[src/rtl/ncx_pkg.sv]
package ncx_pkg;

    typedef enum logic [1:0] {
        S_IDLE = 2'd0,
        S_RED  = 2'd1,
        S_ROT  = 2'd2,
        S_FIN  = 2'd3
    } ncx_state_e;

    // Iteration step -> hyperbolic index; indices 4 and 13 are visited twice
    function automatic int step_to_idx(input int s);
        if (s < 4)
            return s + 1;
        else if (s < 14)
            return s;
        else
            return s - 1;
    endfunction

    // Number of iterations needed to reach index fb including repeats
    function automatic int iter_count(input int fb);
        int n;
        n = fb;
        if (fb >= 4)  n = n + 1;
        if (fb >= 13) n = n + 1;
        return n;
    endfunction

    function automatic real atanh_r(input real t);
        return 0.5 * $ln((1.0 + t) / (1.0 - t));
    endfunction

    // Inverse of the accumulated hyperbolic gain over all iterations
    function automatic real inv_gain(input int nsteps);
        real p;
        real t;
        p = 1.0;
        for (int s = 0; s < nsteps; s++) begin
            t = 1.0 / (2.0 ** step_to_idx(s));
            p = p * (1.0 - t * t);
        end
        return 1.0 / $sqrt(p);
    endfunction

    function automatic int to_fix(input real v, input int fb);
        return $rtoi(v * (2.0 ** fb) + 0.5);
    endfunction

endpackage

[src/rtl/ncx_atanh_rom.sv]
module ncx_atanh_rom
    import ncx_pkg::*;
#(
    parameter int AW    = 25,
    parameter int FB    = 18,
    parameter int NSTEP = 20,
    parameter int SW    = 5
) (
    input  logic [SW-1:0]        step_i,
    output logic signed [AW-1:0] ang_o,
    output logic [SW-1:0]        shift_o
);

    logic signed [AW-1:0] tab    [NSTEP];
    logic [SW-1:0]        sh_tab [NSTEP];

    generate
        for (genvar s = 0; s < NSTEP; s++) begin : g_ent
            localparam int IDX = step_to_idx(s);
            localparam int VAL = to_fix(atanh_r(1.0 / (2.0 ** IDX)), FB);
            assign tab[s]    = AW'(VAL);
            assign sh_tab[s] = SW'(IDX);
        end
    endgenerate

    always_comb begin
        ang_o   = '0;
        shift_o = '0;
        for (int s = 0; s < NSTEP; s++) begin
            if (step_i == SW'(s)) begin
                ang_o   = tab[s];
                shift_o = sh_tab[s];
            end
        end
    end

endmodule

[src/rtl/ncx_rot_stage.sv]
module ncx_rot_stage #(
    parameter int AW = 25,
    parameter int SW = 5
) (
    input  logic signed [AW-1:0] x_i,
    input  logic signed [AW-1:0] y_i,
    input  logic signed [AW-1:0] ang_i,
    input  logic signed [AW-1:0] atanh_i,
    input  logic [SW-1:0]        sh_i,
    output logic signed [AW-1:0] x_o,
    output logic signed [AW-1:0] y_o,
    output logic signed [AW-1:0] ang_o
);

    logic signed [AW-1:0] xs;
    logic signed [AW-1:0] ys;

    always_comb begin
        xs = x_i >>> sh_i;
        ys = y_i >>> sh_i;
        if (!ang_i[AW-1]) begin
            x_o   = x_i + ys;
            y_o   = y_i + xs;
            ang_o = ang_i - atanh_i;
        end else begin
            x_o   = x_i - ys;
            y_o   = y_i - xs;
            ang_o = ang_i + atanh_i;
        end
    end

endmodule

[src/rtl/ncx_scale.sv]
module ncx_scale #(
    parameter int W  = 14,
    parameter int AW = 25,
    parameter int KB = 6,
    parameter int G  = 5
) (
    input  logic signed [AW-1:0] x_i,
    input  logic signed [AW-1:0] y_i,
    input  logic [KB-1:0]        k_i,
    output logic [W-1:0]         res_o
);

    localparam logic [AW-1:0] ONE_OUT = AW'(1) << (W - 1);

    logic signed [AW-1:0] diff;
    logic [AW-1:0]        mag;
    logic [AW-1:0]        rnd;
    logic [AW-1:0]        shv;
    int                   sh;

    always_comb begin
        diff  = x_i - y_i;
        mag   = diff[AW-1] ? '0 : diff;
        sh    = G;
        rnd   = '0;
        shv   = '0;
        res_o = '0;
        if (int'(k_i) < W) begin
            sh    = G + int'(k_i);
            rnd   = mag + (AW'(1) << (sh - 1));
            shv   = rnd >> sh;
            res_o = (shv > ONE_OUT) ? ONE_OUT[W-1:0] : shv[W-1:0];
        end
    end

endmodule

[src/rtl/ncx_exp_neg.sv]
module ncx_exp_neg
    import ncx_pkg::*;
#(
    parameter int W  = 14,
    parameter int ZF = W - 5,
    parameter int G  = 5
) (
    input  logic         clk,
    input  logic         rst_n,
    input  logic         start_i,
    input  logic [W-1:0] z_i,
    output logic [W-1:0] res_o,
    output logic         done_o
);

    localparam int FB    = W - 1 + G;
    localparam int ZI    = W - ZF;
    localparam int KB    = ZI + 1;
    localparam int AW    = ZI + FB + 2;
    localparam int NSTEP = iter_count(FB);
    localparam int SMAX  = (NSTEP > KB) ? NSTEP : KB;
    localparam int SW    = $clog2(SMAX + 1);

    localparam logic signed [AW-1:0] LN2_F  = AW'(to_fix($ln(2.0), FB));
    localparam logic signed [AW-1:0] INVK_F = AW'(to_fix(inv_gain(NSTEP), FB));
    localparam logic [W-1:0]         ONE_RES = W'(1) << (W - 1);

    typedef struct packed {
        ncx_state_e           st;
        logic [SW-1:0]        step;
        logic [KB-1:0]        k;
        logic signed [AW-1:0] x;
        logic signed [AW-1:0] y;
        logic signed [AW-1:0] ang;
        logic [W-1:0]         res;
        logic                 done;
    } ncx_reg_t;

    ncx_reg_t r_q, r_d;

    logic signed [AW-1:0] atanh_c;
    logic [SW-1:0]        sh_c;
    logic signed [AW-1:0] x_nx, y_nx, ang_nx;
    logic [W-1:0]         scaled;
    logic signed [AW-1:0] ln2_sh;

    ncx_atanh_rom #(.AW(AW), .FB(FB), .NSTEP(NSTEP), .SW(SW)) u_rom (
        .step_i  (r_q.step),
        .ang_o   (atanh_c),
        .shift_o (sh_c)
    );

    ncx_rot_stage #(.AW(AW), .SW(SW)) u_stage (
        .x_i     (r_q.x),
        .y_i     (r_q.y),
        .ang_i   (r_q.ang),
        .atanh_i (atanh_c),
        .sh_i    (sh_c),
        .x_o     (x_nx),
        .y_o     (y_nx),
        .ang_o   (ang_nx)
    );

    ncx_scale #(.W(W), .AW(AW), .KB(KB), .G(G)) u_scale (
        .x_i   (r_q.x),
        .y_i   (r_q.y),
        .k_i   (r_q.k),
        .res_o (scaled)
    );

    always_comb begin
        r_d    = r_q;
        ln2_sh = LN2_F <<< r_q.step;
        unique case (r_q.st)
            S_IDLE: begin
                if (start_i) begin
                    r_d.st   = S_RED;
                    r_d.ang  = $signed({{(AW-W){1'b0}}, z_i}) <<< (FB - ZF);
                    r_d.k    = '0;
                    r_d.step = SW'(KB - 1);
                    r_d.done = 1'b0;
                end
            end
            S_RED: begin
                if (r_q.ang >= ln2_sh) begin
                    r_d.ang = r_q.ang - ln2_sh;
                    r_d.k   = r_q.k | (KB'(1) << r_q.step);
                end
                if (r_q.step == '0) begin
                    r_d.st = S_ROT;
                    r_d.x  = INVK_F;
                    r_d.y  = '0;
                end else begin
                    r_d.step = r_q.step - 1'b1;
                end
            end
            S_ROT: begin
                r_d.x   = x_nx;
                r_d.y   = y_nx;
                r_d.ang = ang_nx;
                if (r_q.step == SW'(NSTEP - 1))
                    r_d.st = S_FIN;
                else
                    r_d.step = r_q.step + 1'b1;
            end
            S_FIN: begin
                r_d.res  = scaled;
                r_d.done = 1'b1;
                r_d.st   = S_IDLE;
            end
            default: r_d.st = S_IDLE;
        endcase
    end

    always_ff @(posedge clk or negedge rst_n) begin
        if (!rst_n)
            r_q <= '0;
        else
            r_q <= r_d;
    end

    assign res_o  = r_q.res;
    assign done_o = r_q.done;

    AST_DONE_HOLD: assert property (@(posedge clk) disable iff (!rst_n)
        (r_q.done && !start_i) |=> (done_o && $stable(res_o)));
    AST_START_CLEARS: assert property (@(posedge clk) disable iff (!rst_n)
        (r_q.st == S_IDLE && start_i) |=> !done_o);
    AST_RES_CEIL: assert property (@(posedge clk) disable iff (!rst_n)
        res_o <= ONE_RES);
    AST_BUSY_IGNORE: assert property (@(posedge clk) disable iff (!rst_n)
        (r_q.st == S_ROT && start_i) |=> (r_q.st == S_ROT || r_q.st == S_FIN));
    AST_FRAC_BELOW_LN2: assert property (@(posedge clk) disable iff (!rst_n)
        (r_q.st == S_ROT && r_q.step == '0) |-> (!r_q.ang[AW-1] && r_q.ang < LN2_F));
    AST_ZERO_REGION: assert property (@(posedge clk) disable iff (!rst_n)
        (r_q.st == S_FIN && int'(r_q.k) >= W) |=> (res_o == '0));
    AST_ANGLE_SETTLED: assert property (@(posedge clk) disable iff (!rst_n)
        (r_q.st == S_FIN) |-> (r_q.ang < 16 && r_q.ang > -16));

endmodule

[config.mk]
export PLATFORM = sky130hd
export DESIGN_NAME = ncx_exp_neg
export DESIGN_NICKNAME = d
export VERILOG_FILES = /design/src/rtl/ncx_pkg.sv /design/src/rtl/ncx_atanh_rom.sv /design/src/rtl/ncx_rot_stage.sv /design/src/rtl/ncx_scale.sv /design/src/rtl/ncx_exp_neg.sv
export SDC_FILE = /design/constraint.sdc
export NUM_CORES = 1
export LEC_CHECK = 0
export ABC_CLOCK_PERIOD_IN_PS = 10500
export BUFFER_PORTS_ARGS = -buffer_cell sky130_fd_sc_hd__buf_4
export CORE_MARGIN = 2
export CORE_UTILIZATION = 45
export DETAILED_ROUTE_END_ITERATION = 16
export GPL_TIMING_DRIVEN = 0
export SETUP_SLACK_MARGIN = 0.02
export SYNTH_ARGS = -nofsm -noshare
export SYNTH_HDL_FRONTEND = slang
export SYNTH_HIERARCHICAL = 1
export SYNTH_SLANG_ARGS = --single-unit
[constraint.sdc]
create_clock -name clk -period 10.5 [get_ports clk]
set_clock_uncertainty 0.15 [all_clocks]
set_input_delay 1.575 -clock clk [delete_from_list [all_inputs] [get_ports clk]]
set_output_delay 1.575 -clock clk [all_outputs]
set_load 0.005 [all_outputs]
==> out/results.txt, run 1 <==
setup violators final = 0
Final Hold Vio Count = 0
Remaining Overflow, GRT = 0
share of cells above drive strength 1 = 10.95%
clk root buf = clkbuf_16
commonest non-fill, non-tap cell in the layout = nor2_1
routed wire length = 81.28 mm
Max-cap violations = 0
Synth Instances = 2522
critical path's top delay family = compound AO/OA/AOI/OAI gates
largest net degree at the start of global routing = 72
WP data required = 10650 ps
Final #Nets = 2753
Yosys reg bits = 103
cts hold-fix bufs = 0
Via density = 6.655
RSZ-0062 raised after global routing = no
Final GP Congestion = 1.066
Tightest Pin Transition = 1447 ps
Worst Hold Path Cells = 1
Die Y = 212.9 µm
Worst Path Buf+Inv = 8
EDFF count, synth = 0
TritonCTS clock tree = done
Synth Cell Area = 0.01964 mm²
startpoint types = flop
asr flop ratio synth = 100.0%
Final Slew Violations = 0
starting density of the core = 45.60%
Clock Latency Late Sink = 420 ps
min cycle time layout = 8050 ps
register area share after synthesis = 13.12%
PortBufs = 31
most used cells in the layout excluding fill and tap cells = nor2_1 (246), nand2_1 (191), a21oi_1 (185), ha_1 (160), o21ai_0 (119)
CTS H-tree depth = 3
clk sink count = 103
final worst-path cycle share = 76.67%
Setup TNS Final = 0 ps
vias in the first global route = 19.96k
crit path DAT = 8200 ps
initial antenna violation count = 2
Synth warnings = 6
post-route ant nets = 0
initial DRC count = 2135
Primary FF master, synth = dfrtp_1
CP startpoint = r_q[96]
Max Freq = 124.2 MHz
core area = 0.04308 mm²
Crit path depth = 28
R2R depth = 28
Reg clk slew, reported paths = 80 ps
CP peak stage delay = 630 ps
WS Path Type = reg -> reg
# Post-CTS Setup Buffers = 0
Worst slew margin = 2.782%
Remaining DRCs = 0
crit-path max FO = 10
Filler cells = 4396
HP Class = reg -> reg
capturing point of the worst reg2reg path = r_q[63]
clock tree buffer depth = 2
status = finished, final reports clean
first-pass GRT wire length = 122.5 mm
Pre-antenna DRT Iters = 8
Most common cell on crit path = a21oi_1
CP max-delay cell = dfrtp_1
Total GRT Usage = 35.78%
row cnt = 76
Worst Setup EP = r_q[63]
Avg Cell Area, Syn = 7.788 µm²
library cells used by synthesis = 113
post-CTS sizing = 0
total CTS buffers = 9
via count = 21.05k
Final HPWL DP = 63.55 mm
I/O pins = 32
R2R Path Start = r_q[96]
r2r setup slk = 2450 ps
crit end category = flop
Die Area = 0.04533 mm²
Die W = 212.9 µm
Syn-to-layout area delta = 6.861%
Avg WL per Cell = 25.70 µm
flip-flops by register name (all words and copies together), names as in the netlist:
signal / count
r_q: 88
res_o: 14
done_o: 1
worst reg2reg max path: cells and delay by family (launching register included):
family	cells	cell delay, ps
compound gates	13	3890
buf+inv	8	1620
flops	1	630
simple gates	3	630
xor+xnor	2	390
mux	1	370
fa+ha+maj	1	260
cell usage after synthesis (14+ instances only):
cell type | count | area share, %
xor2_1 | 68 | 3.0
a22o_1 | 42 | 1.9
nor2b_1 | 28 | 0.89
or2_2 | 19 | 0.61
dfrtp_1 | 103 | 13
and3_1 | 32 | 1.0
nor4_1 | 16 | 0.51
xnor2_1 | 102 | 4.5
buf_2 | 20 | 0.51
o211ai_1 | 29 | 1.1
or3_1 | 19 | 0.61
nor2_1 | 246 | 4.7
a22oi_1 | 16 | 0.61
inv_1 | 105 | 2.0
clkbuf_1 | 79 | 1.5
and2_1 | 19 | 0.61
nor3_1 | 89 | 2.3
a21o_1 | 74 | 2.8
mux2_2 | 49 | 2.8
nand4_1 | 23 | 0.73
a21oi_1 | 185 | 4.7
nand2_1 | 191 | 3.7
o21a_1 | 39 | 1.5
o22a_1 | 14 | 0.62
ha_1 | 160 | 10
mux4_2 | 40 | 4.6
buf_4 | 31 | 1.2
a211oi_1 | 38 | 1.5
o31ai_1 | 27 | 1.0
nand3_1 | 74 | 1.9
mux2i_1 | 52 | 2.7
a31oi_1 | 40 | 1.3
nand2b_1 | 32 | 1.0
o22ai_1 | 21 | 0.67
o21ai_0 | 119 | 3.0
per-layer routing:
layer	wire length [µm]	global-route usage [%]	vias up
met1	36900	50.24	10300
met4	2486	11.38	2
met3	7128	7.810	151
met5	13	0	-
met2	34750	54.34	1003
li1	-	-	9589
cells by family after synthesis:
family	Yosys count	share of synthesized area, %
buffers and inverters	261	6.198
AO/OA/AOI/OAI	822	29.65
XOR/XNOR	170	7.581
flip-flops	103	13.12
multiplexers	154	11.65
adder cells (fa/ha/maj)	165	10.70
other	1	0.01909
AND/OR/NAND/NOR	846	21.08
worst min-delay path by stage:
stage                            to  slack [ps]  startpoint
after global placement    res_o[13]         340   res_o[13]
after CTS                  res_o[3]         370    res_o[3]
after floorplan            res_o[0]         330    res_o[0]
after global routing       res_o[9]         390    res_o[9]
after detailed placement   res_o[3]         350    res_o[3]
final                      res_o[9]         360    res_o[9]
layout make-up:
cell class                 instances  area (µm²)  share of cell area (%)
multi-input combinational       2164       15870                   75.61
clock inverter                     4       77.57                  0.3696
timing repair buffer              32       264.0                   1.258
antenna                            2       5.005                 0.02384
clock buffer                      12       246.5                   1.174
tap                              585       732.0                   3.487
sequential                       103        2577                   12.28
inverter                         112       420.4                   2.003
buffer                           149       797.0                   3.797
through the flow:
step / setup slack (ps) / area (µm²) / hold slack [ps] / util [%] / cells
final: 2450 / 20990 / 364.2 / 48.72 / 3163
after global routing: 1937 / 20980 / 387.2 / 48.71 / 3161
after CTS: 2627 / 20980 / 368.5 / 48.71 / 3161
after detailed placement: 2657 / 20660 / 351.6 / 47.96 / 3145
after global placement: 2731 / 20630 / 343.8 / 47.89 / 3144
after floorplan: 4184 / 19660 / 332.0 / - / 2528
Power of run 1 is left out: the tool's default activity adds up to more than one toggle a clock period on the data nets, which glitch-free logic cannot reach.
==> run 2: changes to the inputs <==
--- a/config.mk
+++ b/config.mk
@@ -5,7 +5,7 @@
 export SDC_FILE = /design/constraint.sdc
 export NUM_CORES = 1
 export LEC_CHECK = 0
-export ABC_CLOCK_PERIOD_IN_PS = 10500
+export ABC_CLOCK_PERIOD_IN_PS = 7900
 export BUFFER_PORTS_ARGS = -buffer_cell sky130_fd_sc_hd__buf_4
 export CORE_MARGIN = 2
 export CORE_UTILIZATION = 45
==> constraint.sdc (replaced) <==
create_clock -name clk -period 7.9 [get_ports clk]
set_clock_uncertainty 0.15 [all_clocks]
set_input_delay 1.185 -clock clk [delete_from_list [all_inputs] [get_ports clk]]
set_output_delay 1.185 -clock clk [all_outputs]
set_load 0.005 [all_outputs]
==> out/results.txt, run 2 (synthesis gave the netlist of run 1 again) <==
status = finished, final reports clean (unchanged)
Via density = 6.630 (was 6.655)
Max-cap violations = 0 (unchanged)
clock tree buffer depth = 2 (unchanged)
routed wire length = 81.34 mm (was 81.28 mm)
Total GRT Usage = 35.78% (unchanged)
Reg clk slew, reported paths = 80 ps (about the same)
most used cells in the layout excluding fill and tap cells = nor2_1 (246), nand2_1 (191), a21oi_1 (184), ha_1 (160), o21ai_0 (117) (was nor2_1 (246), nand2_1 (191), a21oi_1 (185), ha_1 (160), o21ai_0 (119))
largest net degree at the start of global routing = 72 (unchanged)
CP max-delay cell = dfrtp_2 (was dfrtp_1)
Tightest Pin Transition = 1418 ps (was 1447 ps)
crit path DAT = 7740 ps (was 8200 ps)
Setup TNS Final = 0 ps (unchanged)
Final HPWL DP = 63.55 mm (unchanged)
fin cells = 3161 (was 3163)
initial antenna violation count = 2 (unchanged)
min cycle time layout = 7595 ps (was 8050 ps)
total CTS buffers = 9 (unchanged)
cts hold-fix bufs = 0 (unchanged)
Remaining Overflow, GRT = 0 (unchanged)
via count = 20.96k (was 21.05k)
Inst Count DP = 3145 (unchanged)
TritonCTS clock tree = done (unchanged)
Die W = 212.9 µm (unchanged)
Max Freq = 131.7 MHz (was 124.2 MHz)
setup violators final = 0 (unchanged)
PortBufs = 31 (unchanged)
RSZ-0062 raised after global routing = no (unchanged)
WP data required = 8050 ps (was 10650 ps)
post-route ant nets = 0 (unchanged)
clk sink count = 103 (unchanged)
max reg flops = 88 (unchanged)
Final Hold Vio Count = 0 (unchanged)
core area = 0.04308 mm² (unchanged)
clk root buf = clkbuf_16 (unchanged)
initial DRC count = 2311 (was 2135)
Most common cell on crit path = a21oi_1 (unchanged)
final worst-path cycle share = 96.14% (was 76.67%)
row cnt = 76 (unchanged)
CP peak stage delay = 510 ps (was 630 ps)
HP Class = reg -> reg (unchanged)
Final GP Congestion = 1.066 (unchanged)
starting density of the core = 45.60% (unchanged)
Final WS setup = 305.0 ps (was 2450 ps)
Die Y = 212.9 µm (unchanged)
share of cells above drive strength 1 = 11.73% (was 10.95%)
Avg WL per Cell = 25.73 µm (was 25.70 µm)
Filler cells = 4390 (was 4396)
Remaining DRCs = 0 (unchanged)
CTS H-tree depth = 3 (unchanged)
vias in the first global route = 19.96k (unchanged)
commonest non-fill, non-tap cell in the layout = nor2_1 (unchanged)
first-pass GRT wire length = 122.5 mm (unchanged)
Worst slew margin = 4.814% (was 2.782%)
Clock Latency Late Sink = 420 ps (about the same)
Die Area = 0.04533 mm² (unchanged)
I/O pins = 32 (unchanged)
Syn-to-layout area delta = 7.269% (was 6.861%)
Final Slew Violations = 0 (unchanged)
WS Path Type = reg -> reg (unchanged)
Final #Nets = 2752 (was 2753)
crit-path max FO = 10 (unchanged)
Worst Path Buf+Inv = 9 (was 8)
startpoint types = flop (unchanged)
crit end category = flop (unchanged)
Pre-antenna DRT Iters = 6 (was 8)
critical path's top delay family = compound AO/OA/AOI/OAI gates (unchanged)
design area = 0.02107 mm² (was 0.02099 mm²)
Post-Place Setup Slack = 57.25 ps (was 2657 ps)
Most flops, register = r_q (unchanged)
dpl cell area = 0.02066 mm² (unchanged)
[run 2: final timing paths]
check	startpoint	to	slack [ps]	cells after the start
max in group asynchronous	rst_n	res_o[4]	6310	2
hold reg to reg	res_o[9]	res_o[9]	360	1
setup / recovery	r_q[96]	r_q[63]	310	28
hold / removal	res_o[9]	res_o[9]	360	1
min in group asynchronous	rst_n	r_q[57]	510	1
setup reg to reg	r_q[96]	r_q[63]	310	28
[run 2: cell type report]
class                   instances  area (µm²)  share of cell area (%)
clock buffers                  12       246.5                   1.170
well taps                     585       732.0                   3.474
inverters                     112       420.4                   1.995
diodes                          1       2.502                 0.01188
flip-flops and latches        103        2586                   12.28
clock inverters                 4       77.57                  0.3682
multi-input cells            2164       15930                   75.62
repair buffers                 34       279.0                   1.324
plain buffers                 146       793.3                   3.765
[run 2: stage by stage]
| stage | hold WS [ps] | util (%) |
|---|---|---|
| after CTS | 368.5 | 48.71 |
| after floorplan | 332.0 | - |
| after detailed placement | 351.6 | 47.96 |
| final | 364.2 | 48.91 |
| after global routing | 387.2 | 48.91 |
| after global placement | 343.8 | 47.89 |
[run 2: repair_timing]
item	4_1_cts	5_1_grt
buffers inserted	0	2
endpoints found under the setup margin	0	18
resized for setup	0	27
[run 2: per-layer routing]
metal  track usage [%]  vias up  part of all wire, %
li1                  -     9570                    -
met1             50.24    10250                   46
met2             54.34      977                   43
met5                 0        -                0.016
met4             11.38        2                  3.2
met3             7.810      162                  8.6
Power of run 2 is left out for the same reason.
